<file path="src/rtl/grp_irq_pkg.sv">
package grp_irq_pkg;
  localparam int unsigned DEF_GROUPS  = 4;
  localparam int unsigned DEF_SRC_PER = 2;

  function automatic int unsigned idx_width(input int unsigned n);
    return (n > 1) ? $clog2(n) : 1;
  endfunction
endpackage

</file>
<file path="src/rtl/grp_irq_src_bank.sv">
module grp_irq_src_bank #(
  parameter int unsigned NUM_GROUPS  = 4,
  parameter int unsigned SRC_PER_GRP = 2,
  localparam int unsigned NSRC = NUM_GROUPS * SRC_PER_GRP
) (
  input  logic                  clk,
  input  logic                  rst_n,
  input  logic [NSRC-1:0]       evt,
  input  logic [NSRC-1:0]       sw_set,
  input  logic [NSRC-1:0]       sw_clr,
  input  logic                  en_we,
  input  logic [NSRC-1:0]       en_wdata,
  output logic [NSRC-1:0]       flag_q,
  output logic [NSRC-1:0]       en_q,
  output logic [NUM_GROUPS-1:0] grp_hit
);
  logic [NSRC-1:0] flag_d;
  logic [NSRC-1:0] en_d;

  // set pulses take precedence over a software clear
  always_comb begin
    flag_d = (flag_q & ~sw_clr) | evt | sw_set;
    en_d   = en_we ? en_wdata : en_q;
  end

  always_ff @(posedge clk or negedge rst_n) begin
    if (!rst_n) begin
      flag_q <= '0;
      en_q   <= '0;
    end else begin
      flag_q <= flag_d;
      en_q   <= en_d;
    end
  end

  for (genvar g = 0; g < NUM_GROUPS; g++) begin : g_hit
    assign grp_hit[g] = |(flag_q[g*SRC_PER_GRP +: SRC_PER_GRP] &
                          en_q[g*SRC_PER_GRP +: SRC_PER_GRP]);
  end
endmodule

</file>
<file path="src/rtl/grp_irq_grp_bank.sv">
module grp_irq_grp_bank #(
  parameter int unsigned NUM_GROUPS = 4
) (
  input  logic                  clk,
  input  logic                  rst_n,
  input  logic [NUM_GROUPS-1:0] hit,
  input  logic [NUM_GROUPS-1:0] sw_set,
  input  logic [NUM_GROUPS-1:0] sw_clr,
  input  logic                  en_we,
  input  logic [NUM_GROUPS-1:0] en_wdata,
  input  logic                  gie_set,
  input  logic                  gie_clr,
  input  logic                  ack_fire,
  input  logic [NUM_GROUPS-1:0] ack_clr,
  output logic [NUM_GROUPS-1:0] flag_q,
  output logic [NUM_GROUPS-1:0] en_q,
  output logic                  gie_q
);
  logic [NUM_GROUPS-1:0] flag_d;
  logic [NUM_GROUPS-1:0] en_d;
  logic                  gie_d;

  always_comb begin
    for (int g = 0; g < NUM_GROUPS; g++) begin
      if (ack_clr[g])                 flag_d[g] = 1'b0;
      else if (hit[g] || sw_set[g])   flag_d[g] = 1'b1;
      else if (sw_clr[g])             flag_d[g] = 1'b0;
      else                            flag_d[g] = flag_q[g];
    end
    en_d = en_we ? en_wdata : en_q;
    if (ack_fire)     gie_d = 1'b0;
    else if (gie_set) gie_d = 1'b1;
    else if (gie_clr) gie_d = 1'b0;
    else              gie_d = gie_q;
  end

  always_ff @(posedge clk or negedge rst_n) begin
    if (!rst_n) begin
      flag_q <= '0;
      en_q   <= '0;
      gie_q  <= 1'b0;
    end else begin
      flag_q <= flag_d;
      en_q   <= en_d;
      gie_q  <= gie_d;
    end
  end
endmodule

</file>
<file path="src/rtl/grp_irq_prio.sv">
module grp_irq_prio #(
  parameter int unsigned NUM_GROUPS = 4,
  localparam int unsigned IDX_W = grp_irq_pkg::idx_width(NUM_GROUPS)
) (
  input  logic [NUM_GROUPS-1:0] elig,
  output logic                  req,
  output logic [IDX_W-1:0]      idx
);
  // scan from the top so the lowest eligible index is kept last
  always_comb begin
    idx = '0;
    for (int i = NUM_GROUPS - 1; i >= 0; i--) begin
      if (elig[i]) idx = IDX_W'(i);
    end
    req = |elig;
  end
endmodule

</file>
<file path="src/rtl/grp_irq_agg.sv">
module grp_irq_agg #(
  parameter int unsigned NUM_GROUPS  = grp_irq_pkg::DEF_GROUPS,
  parameter int unsigned SRC_PER_GRP = grp_irq_pkg::DEF_SRC_PER,
  localparam int unsigned NSRC  = NUM_GROUPS * SRC_PER_GRP,
  localparam int unsigned IDX_W = grp_irq_pkg::idx_width(NUM_GROUPS)
) (
  input  logic                  clk,
  input  logic                  rst_n,
  input  logic [NSRC-1:0]       src_evt,
  input  logic [NSRC-1:0]       src_flag_set,
  input  logic [NSRC-1:0]       src_flag_clr,
  input  logic                  src_en_we,
  input  logic [NSRC-1:0]       src_en_wdata,
  input  logic [NUM_GROUPS-1:0] grp_flag_set,
  input  logic [NUM_GROUPS-1:0] grp_flag_clr,
  input  logic                  grp_en_we,
  input  logic [NUM_GROUPS-1:0] grp_en_wdata,
  input  logic                  gie_set,
  input  logic                  gie_clr,
  input  logic                  stack_full,
  input  logic                  vec_ack,
  output logic [NSRC-1:0]       src_flag,
  output logic [NSRC-1:0]       src_en,
  output logic [NUM_GROUPS-1:0] grp_flag,
  output logic [NUM_GROUPS-1:0] grp_en,
  output logic                  gie,
  output logic                  vec_req,
  output logic [IDX_W-1:0]      vec_idx
);
  logic [NUM_GROUPS-1:0] hit;
  logic [NUM_GROUPS-1:0] elig;
  logic [NUM_GROUPS-1:0] ack_clr;
  logic                  ack_fire;

  grp_irq_src_bank #(.NUM_GROUPS(NUM_GROUPS), .SRC_PER_GRP(SRC_PER_GRP)) u_src (
    .clk(clk), .rst_n(rst_n), .evt(src_evt), .sw_set(src_flag_set),
    .sw_clr(src_flag_clr), .en_we(src_en_we), .en_wdata(src_en_wdata),
    .flag_q(src_flag), .en_q(src_en), .grp_hit(hit)
  );

  grp_irq_grp_bank #(.NUM_GROUPS(NUM_GROUPS)) u_grp (
    .clk(clk), .rst_n(rst_n), .hit(hit), .sw_set(grp_flag_set),
    .sw_clr(grp_flag_clr), .en_we(grp_en_we), .en_wdata(grp_en_wdata),
    .gie_set(gie_set), .gie_clr(gie_clr), .ack_fire(ack_fire),
    .ack_clr(ack_clr), .flag_q(grp_flag), .en_q(grp_en), .gie_q(gie)
  );

  assign elig = grp_flag & grp_en & {NUM_GROUPS{gie & ~stack_full}};

  grp_irq_prio #(.NUM_GROUPS(NUM_GROUPS)) u_prio (
    .elig(elig), .req(vec_req), .idx(vec_idx)
  );

  assign ack_fire = vec_ack & vec_req;
  assign ack_clr  = ack_fire ? (NUM_GROUPS'(1) << vec_idx) : '0;
endmodule

</file>
<file path="config.mk">
export PLATFORM = sky130hd
export DESIGN_NAME = grp_irq_agg
export DESIGN_NICKNAME = d
export VERILOG_FILES = /design/src/rtl/grp_irq_pkg.sv /design/src/rtl/grp_irq_src_bank.sv /design/src/rtl/grp_irq_grp_bank.sv /design/src/rtl/grp_irq_prio.sv /design/src/rtl/grp_irq_agg.sv
export SDC_FILE = /design/constraint.sdc
export NUM_CORES = 1
export LEC_CHECK = 0
export ABC_AREA = 1
export BUFFER_PORTS_ARGS = -buffer_cell sky130_fd_sc_hd__buf_2
export CAP_MARGIN = 10
export CORE_ASPECT_RATIO = 1.1
export CORE_MARGIN = 10
export CORE_UTILIZATION = 43
export DETAILED_ROUTE_END_ITERATION = 10
export GPL_TIMING_DRIVEN = 0
export PLACE_DENSITY = 0.92
export SLEW_MARGIN = 10
export SYNTH_ARGS = -nofsm -noshare
export SYNTH_HDL_FRONTEND = slang
export SYNTH_SLANG_ARGS = --single-unit
</file>
<file path="constraint.sdc">
create_clock -name clk -period 1.6 [get_ports clk]
set_input_delay 0 -clock clk [delete_from_list [all_inputs] [get_ports clk]]
set_output_delay 0 -clock clk [all_outputs]
set_load 0.02 [all_outputs]
</file>
==> results of run 1 <==
-- power breakdown --
part,switching (uW),total [uW],internal [uW]
combinational,243,458,215
sequential,44.2,727,683
clock,189,286,97.7
-- final timing paths --
check / endpoint / slack [ps] / cells past startpoint
max in group asynchronous: u_src.en_q[1] / 1040 / 2
min in group asynchronous: u_src.flag_q[4] / 180 / 2
hold reg to reg: u_grp.flag_q[3] / 560 / 2
hold / removal: u_grp.flag_q[3] / -1 / 5
setup / recovery: u_grp.gie_q / 40 / 6
setup reg to reg: u_grp.gie_q / 40 / 6
-- metrics by stage --
stage                     instances  hold WS, ps  total power, uW
after global routing            266         19.5             1550
after CTS                       261         5.54             1430
after detailed placement        223         13.7             1100
final                           266        -1.39             1470
after floorplan                 114         -296              925
after global placement          223         16.3             1080
-- logic make-up after synthesis --
group           after synthesis  share of synthesized area [%]
compound gates               24                           12.9
buf+inv                      23                           7.85
flops                        25                           56.1
mux                          10                           10.1
simple gates                 32                           13.1
-- worst min-delay path, cell delays in order --
cell	delay [ps]
sky130_fd_sc_hd__buf_2	80
sky130_fd_sc_hd__a21oi_1	40
sky130_fd_sc_hd__o21ai_0	70
sky130_fd_sc_hd__a21oi_1	50
sky130_fd_sc_hd__nor2_2	60
-- final cells by class --
type | instances | area (um2) | area share, %
Timing Repair Buffer | 116 | 763 | 39.1
Sequential cell | 25 | 626 | 32.0
Multi-Input combinational cell | 66 | 410 | 21.0
Inverter | 22 | 82.6 | 4.23
Tap cell | 31 | 38.8 | 1.98
Clock buffer | 4 | 26.3 | 1.34
Buffer | 1 | 5.00 | 0.256
Antenna cell | 1 | 2.50 | 0.128
-- Yosys cell counts, drive strengths merged --
cell	n
dfrtp	25
inv	22
nor2	14
nand2	13
o21ai	11
mux2	10
a21oi	8
nand3	2
nand4	2
a21boi	1
a21o	1
a22oi	1
a31oi	1
buf	1
nor3	1
o221ai	1
-- sequential cells by signal (all words and copies together) (netlist names) --
signal / cells
u_grp.en_q: 4
u_grp.flag_q: 4
u_grp.gie_q: 1
u_src.en_q: 8
u_src.flag_q: 8
-- per-layer routing --
metal  vias to the layer above  global-route usage (%)  part of all wire [%]
li1                        609                       -                     -
met1                       626                    17.9                    33
met2                        73                    33.5                    53
met3                        19                    8.66                    11
met4                         0                    8.05                   3.6
met5                         -                       0                     0
-- what timing repair did --
| item | in CTS | in global routing |
|---|---|---|
| endpoints found under the setup margin | 0 | 1 |
| setup buffers | 0 | 3 |
| gates resized for setup | 0 | 3 |
| hold endpoints to repair | 49 | 4 |
| hold buffers | 34 | 1 |
==> flow_metrics.env, run 1 <==
export IMPL_run_status="finished with violations"
export IMPL_violated_checks="negative hold slack"
export IMPL_dpl_instance_area_um2=1550
export IMPL_clock_skew_final_ps=14.0
export IMPL_mappedNetlistNets=166
export IMPL_setup_violations_final=0
export IMPL_finalNetCount=287
export IMPL_final_core_utilization_pct=78.3
export IMPL_worst_r2r_startpoint="u_grp.flag_q[3]"
export IMPL_cts_sinks=25
export IMPL_post_drt_wl_per_cell_um=17.5
export IMPL_final_hold_worst_slack_ps=-1.39
export IMPL_post_route_cells_drive_above_1_share_pct=46.2
export IMPL_cts_buffer_depth=2
export IMPL_die_height_um=73.4
export IMPL_antenna_found_initial=1
export IMPL_yosys_top_cells_area="sky130_fd_sc_hd__dfrtp_1 (56%), sky130_fd_sc_hd__mux2_2 (10%), sky130_fd_sc_hd__inv_1 (6.7%)"
export IMPL_core_rowCount=19
export IMPL_floorplan_initialDensity_pct=44.7
export IMPL_most_frequent_cp_cell="sky130_fd_sc_hd__nand2_2"
export IMPL_pwr_density_cell_nw_per_um2=753
export IMPL_buffer_ports_inserted=78
export IMPL_first_pass_grt_wire_length_um=7190
export IMPL_drtAntennaViolNets=0
export IMPL_final_critical_path_setup_slack_ps=37.2
export IMPL_synth_seq_area_share_pct=56.1
export IMPL_synthCells=114
export IMPL_area_growth_synth_to_final_pct=75.1
export IMPL_layout_filler_cells=167
export IMPL_critPathSlowestCell="sky130_fd_sc_hd__dlygate4sd3_1"
export IMPL_mostFrequentLayoutCell="sky130_fd_sc_hd__buf_2"
export IMPL_netlist_area_leader_share_pct=56.1
export IMPL_synth_cell_type_count=20
export IMPL_startpoint="u_grp.flag_q[3]"
export IMPL_yosys_register_bits=25
export IMPL_drt_first_iter_violations=37
export IMPL_cts_buffers_inserted=3
export IMPL_avgSynthCellArea_um2=9.79
export IMPL_p_leak_uw=0.00102
export IMPL_yosysWarnings=0
export IMPL_drt_drc_violations_left=0
export IMPL_routed_wl_um=4650
export IMPL_io_pins=80
export IMPL_timing_final_crit_share_pct=97.7
export IMPL_cp_end_kind="register"
export IMPL_timing_final_max_slew_violations=0
export IMPL_register_clock_pin_slew_on_the_reported_worst_setup_and_hold_paths_ps=140
export IMPL_tightestPinTransition_ps=560
export IMPL_critical_path_max_stage_delay_ps=550
export IMPL_detailedPlace_worstSlack_ps=493
export IMPL_vdd_ir_drop_max_mv=0.700
export IMPL_core_area_um2=2500
export IMPL_timing_critical_path_from_type="register"
export IMPL_die_area_um2=5040
export IMPL_sum_of_negative_setup_slack_ps=0
export IMPL_signal_arrival_time_at_the_worst_endpoint_ps=1770
export IMPL_finish_instance_area_um2=1950
export IMPL_synthDominantAreaCellType="sky130_fd_sc_hd__dfrtp_1"
export IMPL_criticalPathCategory="reg -> reg"
export IMPL_min_period_ps=1560
export IMPL_clock_insertion_delay_worst_skew_ps=320
export IMPL_cap_violations=0
export IMPL_final_cell_mix="sky130_fd_sc_hd__buf_2 (79), sky130_fd_sc_hd__dlygate4sd3_1 (35), sky130_fd_sc_hd__dfrtp_1 (25)"
export IMPL_hold_path_startpoint="grp_flag_set[3]"
export IMPL_first_pass_iteration_count_of_the_detailed_router=6
export IMPL_max_clock_freq_ghz=0.640
export IMPL_worst_path_dominant_cell_family="buffers and inverters"
export IMPL_timing_critical_path_fanout_max=3
export IMPL_synthesis_area_um2=1120
export IMPL_timing_critical_path_buf_inv=2
export IMPL_routabilityCongestion=0.728
export IMPL_largest_net_degree_at_the_start_of_global_routing=26
export IMPL_timing_final_hold_violations=1
export IMPL_vias_per_cell=4.99
export IMPL_globalRouteTotalUtil_pct=18.9
export IMPL_tritoncts="yes"
export IMPL_die_x_um=68.6
export IMPL_total_gr_overflow=0
export IMPL_htree_levels=1
export IMPL_hpwl_um=2940
export IMPL_routed_via_count=1327
export IMPL_critical_path_required_ps=1810
export IMPL_crit_path_cells="nand2_2 > a21oi_2 > inv_1 > nand2_2 > a21oi_1 > dlygate4sd3_1"
export IMPL_grt_pass1_vias=1484
export IMPL_maxSlewHeadroom_pct=62.7
export IMPL_hold_path_class="in -> reg"
export IMPL_clock_root_buffer="sky130_fd_sc_hd__clkbuf_4"
Power figures use the tool's default switching activity.
==> run 2, diff against run 1 <==
Settings changed: ABC_AREA 1 to default, CORE_UTILIZATION 43 to 42.
==> run 2 against run 1 <==
  * The run now ends clean
  * Routed wire length fell by 15%
  * Combinational power decreased by 13%
  * Clock power is 7.3% lower
  * Critical path depth decreased by 2
  * Final area fell by 3.3%
  * Hold slack improved by 27 ps
  * Clock skew is 1.1 ps higher
  * Non-clock buffer count decreased by 1
  * Worst setup slack better by 68 ps
  * Core utilization fell by 1.1 points
  * Global-route usage shrank 2.2 points
  * Maximum frequency up 4.5%
==> flow_metrics.env, run 2 <==
export IMPL_drt_drc_violations_left=0
export IMPL_max_clock_freq_ghz=0.669
export IMPL_setup_repair_after_global_routing_missed_its_margin="no"
export IMPL_first_pass_iteration_count_of_the_detailed_router=4
export IMPL_biggestRegsByFlops="u_src.en_q x8, u_src.flag_q x8"
export IMPL_sum_of_negative_setup_slack_ps=0
export IMPL_tightestPinTransition_ps=540
export IMPL_antenna_found_initial=1
export IMPL_drtAntennaViolNets=0
export IMPL_sequential_group_share_of_total_power_pct=52.4
export IMPL_clock_root_buffer="sky130_fd_sc_hd__clkbuf_4"
export IMPL_startpoint="u_grp.flag_q[2]"
export IMPL_power_combinational_fraction_pct=28.6
export IMPL_setup_worst_path_end="vec_idx[0]"
export IMPL_timing_critical_path_fanout_max=4
export IMPL_synth_cell_type_count=20
export IMPL_die_x_um=67.9
export IMPL_synthCells=96
export IMPL_min_period_ps=1490
export IMPL_critical_path_required_ps=1600
export IMPL_core_area_um2=2450
export IMPL_power_net_switching_uw=416
export IMPL_detailedPlace_worstSlack_ps=465
export IMPL_regToRegEndpoint="u_grp.en_q[0]"
export IMPL_mappedNetlistNets=148
export IMPL_synthDominantAreaCellType="sky130_fd_sc_hd__dfrtp_1"
export IMPL_layout_filler_cells=170
export IMPL_synth_seq_area_share_pct=59.0
export IMPL_synth_enable_flop_cells=0
export IMPL_share_clk_of_total_power_pct=19.0
export IMPL_total_gr_overflow=0
export IMPL_synthArstFlopShare_pct=100
export IMPL_timing_final_max_slew_violations=0
export IMPL_signal_arrival_time_at_the_worst_endpoint_ps=1490
export IMPL_floorplan_initialDensity_pct=43.3
export IMPL_tritoncts="yes"
export IMPL_finalNetCount=268
export IMPL_sw_share_pct=29.8
export IMPL_routed_via_count=1226
export IMPL_register_clock_pin_slew_on_the_reported_worst_setup_and_hold_paths_ps=140
export IMPL_maxSlewHeadroom_pct=64.0
export IMPL_buffer_ports_inserted=78
export IMPL_core_rowCount=19
export IMPL_io_pins=80
export IMPL_yosys_most_used_dff="sky130_fd_sc_hd__dfrtp_1"
export IMPL_hold_path_startpoint="grp_en_we"
export IMPL_vias_per_cell=4.96
export IMPL_htree_levels=1
export IMPL_final_cell_mix="sky130_fd_sc_hd__buf_2 (79), sky130_fd_sc_hd__dlygate4sd3_1 (37), sky130_fd_sc_hd__dfrtp_1 (25)"
export IMPL_hold_path_class="in -> reg"
export IMPL_pwr_density_cell_nw_per_um2=739
export IMPL_die_height_um=72.7
export IMPL_placed_cells=205
export IMPL_worst_r2r_startpoint="u_grp.en_q[0]"
export IMPL_cp_end_kind="output pin"
export IMPL_power_internal_uw=980
export IMPL_clock_insertion_delay_worst_skew_ps=310
export IMPL_first_pass_grt_wire_length_um=6500
export IMPL_yosysWarnings=0
export IMPL_setup_violations_final=0
export IMPL_holdPathStages=2
export IMPL_timing_critical_path_from_type="register"
export IMPL_globalRouteTotalUtil_pct=16.7
export IMPL_clock_skew_final_ps=15.1
export IMPL_avgSynthCellArea_um2=11.0
export IMPL_grt_pass1_vias=1415
export IMPL_area_growth_synth_to_final_pct=78.3
export IMPL_netlist_area_leader_share_pct=59.0
export IMPL_post_drt_wl_per_cell_um=16.1
export IMPL_synthesis_area_um2=1060
export IMPL_criticalPathCategory="reg -> out"
export IMPL_final_hold_worst_slack_ps=25.6
export IMPL_die_area_um2=4930
export IMPL_vdd_ir_drop_max_mv=0.728
export IMPL_post_route_cells_drive_above_1_share_pct=44.2
export IMPL_final_critical_path_setup_slack_ps=105
export IMPL_yosys_register_bits=25
export IMPL_rrSetupSlack_ps=210
export IMPL_yosysMostFrequentCell="sky130_fd_sc_hd__dfrtp_1"
export IMPL_largest_net_degree_at_the_start_of_global_routing=26
export IMPL_routabilityCongestion=0.928
export IMPL_routed_wl_um=3980
export IMPL_mostFrequentLayoutCell="sky130_fd_sc_hd__buf_2"
export IMPL_final_core_utilization_pct=77.2
export IMPL_run_status="finished clean"
export IMPL_drt_first_iter_violations=64
export IMPL_hpwl_um=2710
export IMPL_post_cts_repair_setup_buffers=0
export IMPL_cts_sinks=25
export IMPL_p_leak_uw=0.000944
export IMPL_cap_violations=0
export IMPL_timing_final_hold_violations=0
export IMPL_timing_final_crit_share_pct=93.4
export IMPL_reg2reg_depth=2
export IMPL_cts_buffers_inserted=3
export IMPL_synth_common_cells="sky130_fd_sc_hd__dfrtp_1 (25), sky130_fd_sc_hd__mux2_2 (12), sky130_fd_sc_hd__inv_1 (10), sky130_fd_sc_hd__nor2_1 (10)"
export IMPL_final_cells=247
export IMPL_yosys_top_cells_area="sky130_fd_sc_hd__dfrtp_1 (59%), sky130_fd_sc_hd__mux2_2 (13%), sky130_fd_sc_hd__a21oi_1 (3.8%)"
export IMPL_cts_buffer_depth=2
run 2: cell count changes after synthesis, sizes merged, moves of 2 or more:
cell / previous run / this run
nand2: 13 / 4
o21ai: 11 / 8
mux2: 10 / 12
nor2b: 0 / 2
inv: 22 / 10
nand4: 2 / 0
nand2b: 0 / 2
a22oi: 1 / 3
nor2: 14 / 10
run 2: metal layers:
layer | wire, um | GRT usage (%) | vias to the layer above
met5 | 0 | 0 | -
met4 | 167 | 8.28 | 0
met3 | 349 | 5.22 | 15
met2 | 2180 | 31.1 | 62
met1 | 1280 | 15.7 | 576
li1 | - | - | 573
run 2: kinds of logic (layout without fill, tap and decap cells):
logic type,Yosys count,after routing,synth area share [%]
AOI/OAI and AO/OA,23,23,13.0
buffers and inverters,11,130,4.01
DFF,25,25,59.0
muxes,12,12,12.8
other,0,1,0
and+or+nand+nor,25,25,11.2
run 2: metrics by stage:
step	power, uW	instance area (um2)
CTS	1400	1890
detailed placement	1060	1490
finish	1400	1890
global route	1500	1890
floorplan	902	1060
global placement	1050	1490
run 2: critical path: stages, from the launching register on:
cell,delay (ps)
sky130_fd_sc_hd__dfrtp_1,460
sky130_fd_sc_hd__nand2_1,110
sky130_fd_sc_hd__nand3_1,100
sky130_fd_sc_hd__a221oi_1,290
sky130_fd_sc_hd__buf_2,230
run 2: cell type report:
type	instances	area, um2	share of cell area [%]
sequential	25	626	33.1
inverter	10	37.5	1.99
clock buffer	3	22.5	1.19
clock inverter	1	5.00	0.265
timing repair buffer	115	761	40.3
multi-input combinational	60	392	20.7
buffer	1	5.00	0.265
tap	31	38.8	2.05
antenna	1	2.50	0.132
run 2: power groups by stage:
stage               Sequential (uW)  Clock (uW)  Combinational, uW
floorplan                       798           0                105
global placement                738           0                315
detailed placement              741           0                323
CTS                             728         279                397
global route                    739         321                436
finish                          731         265                400
run 2: worst min-delay path by stage:
stage	end
after floorplan	u_grp.en_q[0]
after global placement	u_src.en_q[5]
after detailed placement	u_src.flag_q[5]
after CTS	u_grp.flag_q[3]
after global routing	u_grp.en_q[2]
final	u_grp.en_q[2]
run 2: timing repair:
| action | in CTS | in global routing |
|---|---|---|
| hold buffers | 37 | 0 |
| resized for setup | 0 | 0 |
| hold endpoints to repair | 49 | 0 |
==> run 3, diff against run 2 <==
Settings changed: PLACE_DENSITY 0.92 to 0.84, REMOVE_ABC_BUFFERS from default to 1.
==> run 3 against run 2 <==
  * Routed wire length rose by 0.33%
  * Register-to-register slack gained 20 ps
  * Clock skew is 7.8 ps lower
  * Maximum frequency increased by 5.8%
==> flow_metrics.env, run 3 (same netlist as run 2, synthesis figures left out) <==
export IMPL_run_status="finished clean"
export IMPL_cp_end_kind="output pin"
export IMPL_maxSlewHeadroom_pct=62.3
export IMPL_reg2reg_depth=2
export IMPL_timing_final_crit_share_pct=88.3
export IMPL_tightestPinTransition_ps=566
export IMPL_routed_wl_um=3990
export IMPL_timing_critical_path_fanout_max=4
export IMPL_area_growth_synth_to_final_pct=78.9
export IMPL_post_drt_wl_per_cell_um=16.1
export IMPL_die_x_um=67.9
export IMPL_tritoncts="yes"
export IMPL_vias_per_cell=4.85
export IMPL_signal_arrival_time_at_the_worst_endpoint_ps=1410
export IMPL_post_cts_repair_setup_buffers=0
export IMPL_critPathSlowestCell="sky130_fd_sc_hd__dfrtp_1"
export IMPL_vdd_ir_drop_max_mv=0.626
export IMPL_buffer_ports_inserted=79
export IMPL_layout_filler_cells=175
export IMPL_timing_final_max_slew_violations=0
export IMPL_hold_path_class="in -> reg"
export IMPL_worst_path_dominant_cell_family="flip-flops"
export IMPL_finalNetCount=269
export IMPL_die_height_um=72.7
export IMPL_io_pins=80
export IMPL_largest_net_degree_at_the_start_of_global_routing=26
export IMPL_drtAntennaViolNets=0
export IMPL_globalRouteTotalUtil_pct=16.1
export IMPL_cap_violations=0
export IMPL_cts_sinks=25
export IMPL_p_leak_uw=0.000946
export IMPL_pwr_density_cell_nw_per_um2=742
export IMPL_hpwl_um=2890
export IMPL_htree_levels=1
export IMPL_antennaDiodeCount=0
export IMPL_mostFrequentLayoutCell="sky130_fd_sc_hd__buf_2"
export IMPL_routed_via_count=1198
export IMPL_cts_buffers_inserted=3
export IMPL_biggestRegsByFlops="u_src.en_q x8, u_src.flag_q x8"
export IMPL_timing_critical_path_buf_inv=1
export IMPL_drt_drc_violations_left=0
export IMPL_critical_path_required_ps=1600
export IMPL_timing_final_hold_violations=0
export IMPL_cts_buffer_depth=2
export IMPL_max_clock_freq_ghz=0.707
export IMPL_final_cells=247
export IMPL_first_pass_iteration_count_of_the_detailed_router=4
export IMPL_clock_root_buffer="sky130_fd_sc_hd__clkbuf_4"
export IMPL_sum_of_negative_setup_slack_ps=0
export IMPL_final_cell_mix="sky130_fd_sc_hd__buf_2 (79), sky130_fd_sc_hd__dlygate4sd3_1 (38), sky130_fd_sc_hd__dfrtp_1 (25)"
export IMPL_crit_path_cells="nand2_1 > nand3_1 > a221oi_1 > buf_2"
export IMPL_total_gr_overflow=0
export IMPL_core_rowCount=19
export IMPL_clock_skew_final_ps=7.29
export IMPL_first_pass_grt_wire_length_um=6080
export IMPL_cp_num_cells=4
export IMPL_register_clock_pin_slew_on_the_reported_worst_setup_and_hold_paths_ps=130
export IMPL_post_route_cells_drive_above_1_share_pct=43.5
export IMPL_routabilityCongestion=0.749
export IMPL_placed_cells=205
export IMPL_min_period_ps=1410
export IMPL_floorplan_initialDensity_pct=43.3
export IMPL_drt_first_iter_violations=41
export IMPL_core_area_um2=2450
export IMPL_critical_path_max_stage_delay_ps=440
export IMPL_grt_pass1_vias=1323
export IMPL_criticalPathCategory="reg -> out"
export IMPL_setup_violations_final=0
export IMPL_timing_critical_path_from_type="register"
export IMPL_antenna_found_initial=0
export IMPL_holdPathStages=4
export IMPL_clock_insertion_delay_worst_skew_ps=310
export IMPL_die_area_um2=4930
export IMPL_setup_repair_after_global_routing_missed_its_margin="no"
==> run 3: cell types whose count changed in the layout (fill, tap and decap cells not counted) <==
| cell | delta |
|---|---|
| sky130_fd_sc_hd__diode_2 | -1 |
| sky130_fd_sc_hd__clkbuf_1 | +1 |
| sky130_fd_sc_hd__clkinv_2 | -1 |
| sky130_fd_sc_hd__dlygate4sd3_1 | +1 |
==> run 3: metrics by stage <==
stage | instance area [um2] | util (%) | setup WS (ps) | power (uW) | hold slack, ps
final | 1900 | 77.4 | 186 | 1410 | 35.3
after global routing | 1900 | 77.4 | 30.1 | 1500 | 13.6
after CTS | 1900 | 77.4 | 192 | 1420 | 18.1
after detailed placement | 1490 | 60.8 | 491 | 1070 | 23.1
after global placement | 1490 | 60.8 | 511 | 1050 | 8.67
after floorplan | 1050 | - | 322 | 899 | -296
==> run 3: power breakdown <==
group | total (uW) | switching, uW | internal, uW
clock | 274 | 177 | 97.2
combinational | 402 | 194 | 208
sequential | 730 | 47.2 | 682
==> run 3: layer usage <==
metal	share of wire (%)	wire length (um)	global-route usage (%)
met1	34	1350	14.8
met4	2.7	108	9.17
met3	6.0	238	2.76
met5	0	0	0
met2	57	2290	31.5
==> run 3: cell type report <==
cell class              count  area (um2)  share of cell area, %
multi-input cells          60         392                   20.7
inverters                  10        37.5                   1.98
flip-flops and latches     25         626                   33.0
repair buffers            117         776                   40.9
clock buffers               4        26.3                   1.39
well taps                  31        38.8                   2.05
==> run 3: path summary, 6_finish.rpt <==
kind | to | slack, ps | from
max in group asynchronous | u_src.flag_q[2] | 1020 | rst_n
worst max-delay path | vec_idx[0] | 190 | u_grp.flag_q[2]
worst max register to register | u_grp.en_q[1] | 230 | u_grp.en_q[1]
worst min register to register | u_src.en_q[0] | 550 | u_src.en_q[0]
worst min-delay path | u_grp.flag_q[0] | 40 | grp_flag_clr[0]
min in group asynchronous | u_src.en_q[6] | 200 | rst_n
==> run 3: worst register-to-register path: stages, from the launching register on <==
cell                            delay [ps]
sky130_fd_sc_hd__dfrtp_1               450
sky130_fd_sc_hd__mux2_2                270
sky130_fd_sc_hd__dlygate4sd3_1         550
==> run 3: timing repair <==
action                     4_1_cts  5_1_grt
setup endpoints to repair        0        0
hold endpoints to repair        49        0
hold buffers                    38        0
gates resized for setup          0        0
